[src/rtl/irq_agg_pkg.sv]
package irq_agg_pkg;
    // Register select codes seen on reg_addr
    typedef enum logic [1:0] {
        RA_STATUS  = 2'd0,
        RA_MASK    = 2'd1,
        RA_PENDING = 2'd2,
        RA_NONE    = 2'd3
    } reg_addr_e;

    localparam int unsigned ADDR_W = 2;
endpackage

[src/rtl/irq_level_capture.sv]
module irq_level_capture #(
    parameter int unsigned WIDTH = 16
) (
    input  logic             clk,
    input  logic             rst_n,
    input  logic [WIDTH-1:0] lvl_in,
    output logic [WIDTH-1:0] lvl_status
);
    typedef struct packed {
        logic [WIDTH-1:0] lvl;
    } lvl_state_t;

    lvl_state_t st_d, st_q;

    always_comb begin
        st_d     = st_q;
        st_d.lvl = lvl_in;
    end

    always_ff @(posedge clk or negedge rst_n) begin
        if (!rst_n) st_q <= '0;
        else        st_q <= st_d;
    end

    assign lvl_status = st_q.lvl;
endmodule

[src/rtl/irq_dma_status.sv]
module irq_dma_status #(
    parameter int unsigned     WIDTH = 16,
    parameter logic [WIDTH-1:0] INFO = '0
) (
    input  logic             clk,
    input  logic             rst_n,
    input  logic [WIDTH-1:0] evt,
    input  logic             clr_en,
    input  logic [WIDTH-1:0] keep_bits,
    output logic [WIDTH-1:0] status,
    output logic [WIDTH-1:0] stop
);
    typedef struct packed {
        logic [WIDTH-1:0] sts;
    } dma_state_t;

    dma_state_t       st_d, st_q;
    logic [WIDTH-1:0] keep_d;

    always_comb begin
        st_d   = st_q;
        keep_d = clr_en ? keep_bits : '1;
        // a new event overrides a same-cycle clear
        st_d.sts = (st_q.sts & keep_d) | evt;
    end

    always_ff @(posedge clk or negedge rst_n) begin
        if (!rst_n) st_q <= '0;
        else        st_q <= st_d;
    end

    assign status = st_q.sts;

    for (genvar i = 0; i < WIDTH; i++) begin : g_stop
        if (INFO[i]) begin : g_info
            assign stop[i] = 1'b0;
        end else begin : g_err
            assign stop[i] = st_q.sts[i];
        end
    end
endmodule

[src/rtl/irq_mask_reg.sv]
module irq_mask_reg #(
    parameter int unsigned WIDTH = 32
) (
    input  logic             clk,
    input  logic             rst_n,
    input  logic             wr_en,
    input  logic [WIDTH-1:0] wdata,
    output logic [WIDTH-1:0] mask
);
    typedef struct packed {
        logic [WIDTH-1:0] en;
    } mask_state_t;

    mask_state_t st_d, st_q;

    always_comb begin
        st_d = st_q;
        if (wr_en) st_d.en = wdata;
    end

    always_ff @(posedge clk or negedge rst_n) begin
        if (!rst_n) st_q <= '0;
        else        st_q <= st_d;
    end

    assign mask = st_q.en;
endmodule

[src/rtl/irq_aggregator.sv]
module irq_aggregator
    import irq_agg_pkg::*;
#(
    parameter int unsigned          NUM_LINES  = 32,
    parameter int unsigned          DMA_BASE   = 16,
    parameter logic [NUM_LINES-1:0] INFO_LINES = 32'h0F0F_0000,
    localparam int unsigned         NUM_DMA    = NUM_LINES - DMA_BASE
) (
    input  logic                 clk,
    input  logic                 rst_n,
    input  logic [DMA_BASE-1:0]  dev_irq,
    input  logic [NUM_DMA-1:0]   dma_evt,
    input  logic                 reg_wr,
    input  logic [ADDR_W-1:0]    reg_addr,
    input  logic [NUM_LINES-1:0] reg_wdata,
    output logic [NUM_LINES-1:0] reg_rdata,
    output logic                 irq_out,
    output logic [NUM_DMA-1:0]   dma_stop
);
    logic [DMA_BASE-1:0]  lvl_status;
    logic [NUM_DMA-1:0]   dma_status;
    logic [NUM_LINES-1:0] mask_vec;
    logic [NUM_LINES-1:0] raw_status;
    logic [NUM_LINES-1:0] pending;
    logic                 wr_status;
    logic                 wr_mask;
    reg_addr_e            sel;

    assign sel       = reg_addr_e'(reg_addr);
    assign wr_status = reg_wr && (sel == RA_STATUS);
    assign wr_mask   = reg_wr && (sel == RA_MASK);

    irq_level_capture #(.WIDTH(DMA_BASE)) u_lvl (
        .clk        (clk),
        .rst_n      (rst_n),
        .lvl_in     (dev_irq),
        .lvl_status (lvl_status)
    );

    irq_dma_status #(
        .WIDTH (NUM_DMA),
        .INFO  (INFO_LINES[NUM_LINES-1:DMA_BASE])
    ) u_dma (
        .clk       (clk),
        .rst_n     (rst_n),
        .evt       (dma_evt),
        .clr_en    (wr_status),
        .keep_bits (reg_wdata[NUM_LINES-1:DMA_BASE]),
        .status    (dma_status),
        .stop      (dma_stop)
    );

    irq_mask_reg #(.WIDTH(NUM_LINES)) u_mask (
        .clk   (clk),
        .rst_n (rst_n),
        .wr_en (wr_mask),
        .wdata (reg_wdata),
        .mask  (mask_vec)
    );

    assign raw_status = {dma_status, lvl_status};
    assign pending    = raw_status & mask_vec;
    assign irq_out    = |pending;

    always_comb begin
        unique case (sel)
            RA_STATUS:  reg_rdata = raw_status;
            RA_MASK:    reg_rdata = mask_vec;
            RA_PENDING: reg_rdata = pending;
            default:    reg_rdata = '0;
        endcase
    end
endmodule

[config.mk]
export PLATFORM = sky130hd
export DESIGN_NAME = irq_aggregator
export DESIGN_NICKNAME = d
export VERILOG_FILES = /design/src/rtl/irq_agg_pkg.sv /design/src/rtl/irq_level_capture.sv /design/src/rtl/irq_dma_status.sv /design/src/rtl/irq_mask_reg.sv /design/src/rtl/irq_aggregator.sv
export SDC_FILE = /design/constraint.sdc
export NUM_CORES = 1
export LEC_CHECK = 0
export BUFFER_PORTS_ARGS = -buffer_cell sky130_fd_sc_hd__buf_4
export CAP_MARGIN = 10
export CORE_AREA = 5 5 86 88
export DETAILED_ROUTE_END_ITERATION = 10
export DIE_AREA = 0 0 91 93
export PLACE_DENSITY = 0.79
export SLEW_MARGIN = 30
export SYNTH_ARGS = -nofsm -noshare
export SYNTH_HDL_FRONTEND = slang
export SYNTH_SLANG_ARGS = --single-unit
[constraint.sdc]
create_clock -name clk -period 1.1 [get_ports clk]
set_clock_uncertainty 0.05 [all_clocks]
set_input_delay 0.11 -clock clk [delete_from_list [all_inputs] [get_ports clk]]
set_output_delay 0.11 -clock clk [all_outputs]
set_load 0.02 [all_outputs]
==> results of run 1 <==
## power by group through the flow
stage	registers, mW	clock network [mW]	logic (mW)
after detailed placement	2.84	0	1.96
after global routing	2.87	2.21	2.59
after floorplan	2.82	0	1.04
after CTS	2.81	2.06	2.28
after global placement	2.81	0	1.92
final	2.85	2.04	2.44
## metal layers
layer / part of all wire [%] / GRT usage, %
met1: 36 / 26.26
met2: 55 / 44.83
met5: 0 / 0
met4: 4.4 / 13.08
met3: 4.6 / 5.471
## through the flow
step	area [sq um]	setup slack [ns]	TNS, ns
floorplan	3184	-0.02801	-0.6867
global placement	4293	-0.4676	-2.749
detailed placement	4293	-0.4389	-3.403
CTS	5349	-0.7167	-10.45
global route	5488	-0.8125	-13.22
finish	5488	-0.7603	-10.96
## final timing paths
kind | endpoint | slack, ns | start | depth (start not counted)
worst max-delay path | irq_out | -0.76 | u_mask.mask[14] | 6
worst min-delay path | u_mask.mask[7] | 0.26 | rst_n | 3
worst max register to register | u_dma.status[14] | 0.08 | u_dma.status[14] | 5
worst min register to register | u_mask.mask[16] | 0.48 | u_mask.mask[16] | 1
max in group asynchronous | u_mask.mask[15] | 0.46 | rst_n | 3
min in group clk | u_mask.mask[1] | 0.29 | reg_wr | 4
## layout by cell type, fill, tap and decap left out, drive strengths merged
master / instances
buf: 164
bufinv: 1
clkbuf: 13
clkinv: 2
conb: 8
dfrtp: 64
diode: 2
dlygate4sd3: 65
mux2: 32
mux2i: 32
nand2: 33
nand2b: 16
nand3b: 1
nand4: 8
nor4: 2
o21ai: 16
o22ai: 32
or3b: 1
## final cells by class
class / count / area (sq um) / area share (%)
timing repair buffer: 229 / 2125 / 38.71
sequential: 64 / 1602 / 29.18
multi-input combinational: 181 / 1458 / 26.56
clock buffer: 13 / 158.9 / 2.896
tap: 80 / 100.1 / 1.824
clock inverter: 3 / 40.04 / 0.7296
antenna: 2 / 5.005 / 0.09120
## kinds of logic (layout without fill, tap and decap cells)
group | count (synthesis) | after routing | share of synthesized area [%]
buffers and inverters | 31 | 245 | 6.823
and+or+nand+nor | 61 | 61 | 10.14
DFF | 64 | 64 | 51.08
muxes | 64 | 64 | 21.71
other | 1 | 10 | 0.1196
AOI/OAI and AO/OA | 48 | 48 | 10.14
## repair_timing
action,CTS,global route
hold buffers,65,0
gates resized for setup,45,26
pin swaps,16,12
setup endpoints to repair,41,41
endpoints found under the hold margin,128,0
setup buffers,6,10
## worst min-delay path, cell delays in order
cell           delay (ns)
dlygate4sd3_1        0.53
buf_4                0.12
buf_12               0.29
## flip-flops by register name, summed over array words and instances, names as in the netlist
signal / flops
u_mask.mask: 32
u_dma.status: 16
u_lvl.lvl_status: 16
==> results by group, run 1 <==
Outcome
  – Status: finished, violations left
  – Failing checks: negative setup slack

Final layout
  – Fin util: 83.54%
  – Fillers: 358
  – Fraction of layout cells with a size suffix above 1: 48.98%
  – Post-layout nets: 554
  – Syn-to-layout area delta: 75.02%
  – Non-filler cells, final: 572

Yosys
  – Synth Warn #: 0
  – Post-synth EDFFs: 0
  – Synth area leader: dfrtp_1
  – Synth Instances: 269
  – Synth area leaders: dfrtp_1 51%, mux2_2 10%, mux2i_1 10%
  – Distinct cells, synth: 18
  – Mapped cell area: 3136 sq um
  – Sequential share of the synthesized area: 51.08%
  – Syn avg cell area: 11.66 sq um
  – Async S/R FF share, synth: 100.0%
  – Synth top area share: 51.08%
  – Ys flop type: dfrtp_1
  – Cell with the most instances after synthesis: dfrtp_1
  – Seq cells post-synth: 64
  – Post-synth top cells: 64 x dfrtp_1, 33 x nand2_1, 32 x mux2i_1, 32 x o22ai_1, 29 x mux2_2

Die
  – Die height: 93 microns
  – Die area: 8463 sq um
  – Core Box Area: 6569 sq um
  – Initial Util: 47.73%
  – # IOs: 118
  – Die span in x: 91 microns
  – Row cnt: 30

Timing
  – Fin. max-slew vios: 0
  – Fin crit share: 169.1%
  – Fin. Hold Viols: 0
  – RSZ-0062 raised after global routing: yes
  – Setup violations, final: 41
  – FMAX: 0.5376 GHz
  – Tmin final: 1.860 ns
  – Hold WS: 0.2630 ns
  – Worst setup margin: -0.7603 ns

GRT
  – Initial antenna violation count: 2
  – Number of global-route vias before repair: 3397
  – GRT Resource Usage Total: 24.56%
  – Largest net degree at the start of global routing: 65
  – Global-route wire length before repair: 16.49 mm
  – Total grt overflow: 0

Route
  – Via density: 5.362
  – Pre-antenna DRT Iters: 4
  – Total number of vias: 3067
  – DR iter-0 viols: 106
  – WL/cell: 18.31 microns
  – Final wirelength: 10.47 mm
  – ANT nets after route: 0
  – Remaining DRCs: 0

Critical path
  – CP dominant cell by count: nand2_2
  – CP Launch Type: register
  – Crit-path cells: nand2_2 -> nand4_1 -> nor4_2 -> buf_4 -> nand2_2 -> buf_6
  – Cell family with most CP delay: simple AND/OR/NAND/NOR gates
  – Max incr delay on CP: 0.42 ns
  – Slowest-stage cell, CP: dfrtp_1
  – CP endpoint kind: output port
  – Worst Path Arrival: 1.70 ns
  – CP required: 0.94 ns
  – Worst Path Max Fanout: 3
  – Crit Path Class: register to output port
  – Worst Path Buf+Inv: 2

Power and ir drop
  – Switching Share: 29.65%
  – Overall Power: 7.322 mW
  – Pwr Density: 1334 nW/um^2
  – Seq pwr share: 38.9%
  – Combinational share of power: 33.3%
  – Int Power: 5.151 mW
  – Clock share of power: 27.8%
  – Total net switching power: 2.171 mW
  – Peak VDD IR: 0.9046 mV
  – LEAKAGE: 2.552 nW

Clock network
  – CTS Buffer Depth: 2
  – Total CTS buffers: 9
  – CTS sink count: 64
  – H-tree Lvls: 3
  – Worst-path clk slew: 0.07 ns
  – Root buf cell: clkbuf_8
  – CTS tree: done
  – Clock Latency Late Sink: 0.33 ns

Placement
  – Placed Cells: 480
  – DPL Wire Length: 5.751 mm
  – Routability congestion estimate: 0.7902
  – PortBufs: 109

Hold path
  – Hold/Removal Path Class: input port to asynchronous set/reset pin

Run
  – Max Cap Viol: 0
Power figures use the tool's default switching activity.
==> run 2, diff against run 1 <==
--- a/config.mk
+++ b/config.mk
@@ -10,7 +10,8 @@
 export CORE_AREA = 5 5 86 88
 export DETAILED_ROUTE_END_ITERATION = 10
 export DIE_AREA = 0 0 91 93
-export PLACE_DENSITY = 0.79
+export GPL_TIMING_DRIVEN = 1
+export PLACE_DENSITY_LB_ADDON = 0.25
 export SLEW_MARGIN = 30
 export SYNTH_ARGS = -nofsm -noshare
 export SYNTH_HDL_FRONTEND = slang
==> results by group, run 2 (synthesized netlist as in run 1, its figures left out) <==
Outcome
  – Status: finished, violations left
  – Failing checks: negative setup slack

GRT
  – GRT Resource Usage Total: 23.13% (-1.4 points)
  – Initial antenna violation count: 0 (-2)
  – Total grt overflow: 0 (unchanged)
  – Number of global-route vias before repair: 3155 (-7.1%)
  – Largest net degree at the start of global routing: 65 (unchanged)
  – Global-route wire length before repair: 15.60 mm (-5.4%)

Placement
  – Placed Cells: 489 (+1.9%)
  – Setup WS pre-CTS: -0.3619 ns (+0.07697 ns)
  – Area of placed instances: 4348 sq um (+1.3%)
  – PortBufs: 109 (unchanged)
  – Routability congestion estimate: 0.8062 (+2.0%)
  – DPL Wire Length: 5.857 mm (+1.8%)

Power and ir drop
  – Pwr Density: 1335 nW/um^2 (about the same)
  – Peak VDD IR: 0.8805 mV (-2.7%)
  – LEAKAGE: 2.657 nW (+4.1%)

Clock network
  – CTS tree: done
  – CTS sink count: 64 (unchanged)
  – Clock Latency Late Sink: 0.32 ns (about the same)
  – CTS Buffer Depth: 2 (unchanged)
  – Root buf cell: clkbuf_8
  – Worst-path clk slew: 0.07 ns (about the same)
  – Total CTS buffers: 9 (unchanged)
  – H-tree Lvls: 3 (unchanged)

Timing
  – Hold WS: 0.2814 ns (+0.01842 ns)
  – Tmin final: 1.774 ns (-0.08591 ns)
  – Fin. max-slew vios: 0 (unchanged)
  – Fin. Hold Viols: 0 (unchanged)
  – RSZ-0062 raised after global routing: yes
  – Fin crit share: 161.3% (-7.8 points)
  – Setup violations, final: 41 (unchanged)
  – FMAX: 0.5636 GHz (+4.8%)
  – Setup tns final: -10.44 ns (+0.5178 ns)
  – Worst setup margin: -0.6743 ns (+0.08591 ns)

Final layout
  – Syn-to-layout area delta: 79.05%
  – Fraction of layout cells with a size suffix above 1: 49.90% (+0.92 points)
  – Most frequent cells in the layout: 126 x buf_4, 65 x dlygate4sd3_1, 64 x dfrtp_1, 53 x buf_6, 30 x nand2_1
  – Fillers: 326 (-8.9%)
  – N_diodes: 0 (-2)
  – Commonest non-fill, non-tap cell in the layout: buf_4
  – Max reg flops: 32 (unchanged)
  – Final instance area: 5614 sq um (+2.3%)
  – Post-layout nets: 573 (+3.4%)
  – Non-filler cells, final: 589 (+3.0%)

Hold path
  – Hold/Removal Path Class: input port to asynchronous set/reset pin

Critical path
  – Crit-path cells: nand2_1 -> nand4_1 -> nor4_2 -> nand2_2 -> buf_6
  – Worst Path Arrival: 1.61 ns (-0.09 ns)
  – CP Launch Type: register
  – CP endpoint kind: output port
  – Worst r2r src: u_mask.mask[0]
  – Worst Path Max Fanout: 2 (-1)
  – Max incr delay on CP: 0.42 ns (about the same)
  – Crit Path Class: register to output port
  – CP Launch Point: u_mask.mask[21]
  – Slowest-stage cell, CP: dfrtp_1
  – CP required: 0.94 ns (about the same)

Route
  – ANT nets after route: 0 (unchanged)
  – Total number of vias: 3041 (-0.85%)
  – WL/cell: 17.34 microns (-5.3%)
  – DR iter-0 viols: 82 (-23%)
  – Remaining DRCs: 0 (unchanged)
  – Final wirelength: 10.21 mm (-2.5%)
  – Pre-antenna DRT Iters: 5 (+1)
  – Via density: 5.163 (-3.7%)

Die
  – Core Box Area: 6569 sq um (unchanged)
  – Row cnt: 30 (unchanged)
  – Initial Util: 47.73% (unchanged)
  – Die area: 8463 sq um (unchanged)
  – # IOs: 118 (unchanged)
  – Die height: 93 microns (unchanged)
  – Die span in x: 91 microns (unchanged)

Run
  – Max Cap Viol: 0 (unchanged)
run 2: what timing repair did:
| item | CTS | global route |
|---|---|---|
| pin swaps | 13 | 16 |
| buffers inserted | 8 | 23 |
| hold endpoints to repair | 128 | 0 |
| endpoints found under the setup margin | 41 | 41 |
| gates resized for setup | 44 | 27 |
| hold buffers | 65 | 0 |
run 2: path summary, 6_finish.rpt:
path,depth (start not counted),end,slack [ns]
setup / recovery,5,irq_out,-0.67
hold / removal,3,u_mask.mask[1],0.28
setup reg to reg,3,u_mask.mask[0],0.05
hold reg to reg,1,u_mask.mask[5],0.48
max in group asynchronous,3,u_mask.mask[9],0.43
min in group clk,4,u_mask.mask[8],0.30
run 2: area by class of cell:
type,count,area [sq um],share of cell area [%]
flip-flops and latches,64,1602,28.53
clock buffers,14,182.7,3.254
repair buffers,248,2273,40.49
clock inverters,2,35.03,0.6240
well taps,80,100.1,1.783
multi-input cells,181,1421,25.32
run 2: worst max-delay path: cells and delay by family (launching register included):
kind / cells / cell delay, ns
AND/OR/NAND/NOR: 4 / 0.74
buffers and inverters: 1 / 0.14
flip-flops: 1 / 0.42
run 2: stage by stage:
| stage | total power [mW] | utilization (%) |
|---|---|---|
| 2_1_floorplan | 3.857 | - |
| 3_3_place_gp | 4.787 | 66.19 |
| 3_5_place_dp | 4.848 | 66.19 |
| 4_1_cts | 7.322 | 82.63 |
| 5_1_grt | 7.822 | 85.47 |
| 6_report | 7.492 | 85.47 |
run 2: metal layers:
layer	global-route usage (%)	vias up	part of all wire [%]
met5	0	-	0
met1	26.36	1475	37
li1	-	1425	-
met2	43.15	112	55
met4	8.313	0	2.6
met3	4.023	29	5.3
run 2: power breakdown:
group | internal, mW | switching, mW | total, mW
combinational | 1.43 | 1.09 | 2.53
clock | 1.29 | 0.846 | 2.14
sequential | 2.63 | 0.197 | 2.83
==> run 3, diff against run 2 <==
--- a/config.mk
+++ b/config.mk
@@ -7,10 +7,11 @@
 export LEC_CHECK = 0
 export BUFFER_PORTS_ARGS = -buffer_cell sky130_fd_sc_hd__buf_4
 export CAP_MARGIN = 10
-export CORE_AREA = 5 5 86 88
+export CORE_AREA = 5 5 90 92
 export DETAILED_ROUTE_END_ITERATION = 10
-export DIE_AREA = 0 0 91 93
-export GPL_TIMING_DRIVEN = 1
+export DIE_AREA = 0 0 95 97
+export GPL_TIMING_DRIVEN = 0
+export HOLD_SLACK_MARGIN = 0.15
 export PLACE_DENSITY_LB_ADDON = 0.25
 export SLEW_MARGIN = 30
 export SYNTH_ARGS = -nofsm -noshare
==> results by group, run 3 (synthesized netlist as in run 1, its figures left out) <==
Critical path
  – Reg2reg end: u_mask.mask[5]
  – Worst r2r src: u_mask.mask[5]
  – Worst Path Arrival: 1.65 ns (+0.04 ns)
  – Crit Path Class: register to output port
  – R2R cell count: 2 (-1)
  – R2R setup slack: 0.14 ns (+0.09 ns)
  – Worst Path Max Fanout: 3 (+1)
  – CP endpoint: irq_out
  – CP endpoint kind: output port
  – CP required: 0.94 ns (about the same)
  – CP Launch Point: u_mask.mask[2]
  – CP Launch Type: register

Final layout
  – Syn-to-layout area delta: 65.52%
  – Fillers: 512 (+57%)
  – Most frequent cells in the layout: 113 x buf_4, 65 x dlygate4sd3_1, 63 x dfrtp_1, 31 x mux2i_1
  – Final instance area: 5190 sq um (-7.6%)
  – Max reg flops: 32 (unchanged)
  – Fraction of layout cells with a size suffix above 1: 45.05% (-4.8 points)
  – Multi-input gate area: 1400 sq um (-1.5%)
  – Post-layout nets: 539 (-5.9%)
  – Fin util: 72.72% (-13 points)
  – N_diodes: 0 (unchanged)
  – Non-filler cells, final: 574 (-2.5%)
  – Commonest non-fill, non-tap cell in the layout: buf_4
  – Register area: 1603 sq um (about the same)

Route
  – Remaining DRCs: 0 (unchanged)
  – WL/cell: 15.85 microns (-8.6%)
  – Total number of vias: 2824 (-7.1%)
  – DR iter-0 viols: 68 (-17%)
  – Final wirelength: 9.098 mm (-11%)
  – Pre-antenna DRT Iters: 4 (-1)
  – ANT nets after route: 0 (unchanged)
  – Via density: 4.920 (-4.7%)

Die
  – Die area: 9215 sq um (+8.9%)
  – # IOs: 118 (unchanged)
  – Die span in x: 95 microns (+4.4%)
  – Die height: 97 microns (+4.3%)
  – Row cnt: 31 (+3.3%)
  – Initial Util: 43.93% (-3.8 points)
  – Core Box Area: 7137 sq um (+8.6%)

GRT
  – GRT Resource Usage Total: 20.01% (-3.1 points)
  – Largest net degree at the start of global routing: 65 (unchanged)
  – Initial antenna violation count: 0 (unchanged)
  – Global-route wire length before repair: 14.45 mm (-7.4%)
  – Number of global-route vias before repair: 3027 (-4.1%)
  – Total grt overflow: 0 (unchanged)

Clock network
  – Worst-path clk slew: 0.07 ns (about the same)
  – Clock Latency Late Sink: 0.33 ns (about the same)
  – Total CTS buffers: 9 (unchanged)
  – H-tree Lvls: 3 (unchanged)
  – CTS sink count: 64 (unchanged)
  – Cts hold-fix bufs: 65 (unchanged)
  – CTS tree: done
  – Root buf cell: clkbuf_8
  – CTS Buffer Depth: 2 (unchanged)

Timing
  – Hold WS: 0.1222 ns (-0.1593 ns)
  – RSZ-0062 raised after global routing: yes
  – Worst setup margin: -0.7102 ns (-0.03585 ns)
  – Setup tns final: -9.135 ns (+1.304 ns)
  – Fin. Hold Viols: 0 (unchanged)
  – FMAX: 0.5524 GHz (-2.0%)
  – Fin. max-slew vios: 0 (unchanged)
  – Max-slew headroom: 61.48%
  – Fin crit share: 164.6% (+3.3 points)
  – Setup violations, final: 41 (unchanged)
  – Worst slew pin tran: 0.5778 ns
  – Tmin final: 1.810 ns (+0.03585 ns)

Placement
  – Routability congestion estimate: 0.7424 (-7.9%)
  – Setup WS pre-CTS: -0.4635 ns (-0.1016 ns)
  – Placed Cells: 483 (-1.2%)
  – PortBufs: 108 (-0.92%)
  – Area of placed instances: 4119 sq um (-5.3%)
  – DPL Wire Length: 5.908 mm (+0.87%)

Power and ir drop
  – Peak VDD IR: 0.9477 mV (+7.6%)
  – Pwr Density: 1316 nW/um^2 (-1.4%)
  – LEAKAGE: 2.417 nW (-9.0%)
  – Overall Power: 6.828 mW (-8.9%)

Outcome
  – Failing checks: negative setup slack
  – Status: finished, violations left

Hold path
  – Hold/Removal Path Class: input port to register

Run
  – Max Cap Viol: 0 (unchanged)
-- run 3: cell types whose count changed in the layout (fill, tap and decap cells not counted), sizes merged --
cell,change
clkinv,+3
clkinvlp,+2
buf,-37
clkbuf,-2
-- run 3: how the worst min path moves through the flow --
stage,startpoint,end,slack (ns),cells after the start
2_1_floorplan,rst_n,u_dma.status[0],-0.24,0
3_3_place_gp,dev_irq[1],u_lvl.lvl_status[1],0.17,1
3_5_place_dp,dev_irq[1],u_lvl.lvl_status[1],0.17,1
4_1_cts,reg_wr,u_mask.mask[0],0.11,3
5_1_grt,reg_wr,u_mask.mask[0],0.12,3
6_report,reg_wr,u_mask.mask[0],0.12,3
-- run 3: power breakdown --
part | leakage, nW | internal, mW | switching [mW] | total (mW)
clock network | 0.0952 | 1.04 | 0.928 | 1.97
registers | 0.711 | 2.63 | 0.205 | 2.83
logic | 1.61 | 1.08 | 0.939 | 2.02
-- run 3: metal layers --
metal,up-vias,part of all wire [%],global-route usage [%]
met1,1357,39,23.81
met5,-,0,0
met3,16,5.7,5.275
met4,0,2.0,6.659
li1,1355,-,-
met2,96,53,34.49
-- run 3: worst max-delay path, cell delays in order (launching register included) --
cell and delay [ns]:
dfrtp_1 0.40, nand2_1 0.10, nand4_1 0.17, nor4_4 0.35, nand2_1 0.13, buf_6 0.15
-- run 3: area by class of cell --
| class | count | share of cell area (%) |
|---|---|---|
| repair buffers | 187 | 31.70 |
| plain buffers | 27 | 4.267 |
| well taps | 99 | 2.387 |
| clock inverters | 7 | 1.398 |
| flip-flops and latches | 64 | 30.88 |
| multi-input cells | 181 | 26.98 |
| clock buffers | 9 | 2.387 |
-- run 3: timing repair --
item,CTS,global route
endpoints found under the hold margin,128,2
buffers inserted,4,10
endpoints found under the setup margin,41,105
pin swaps,5,6
resized for setup,21,19
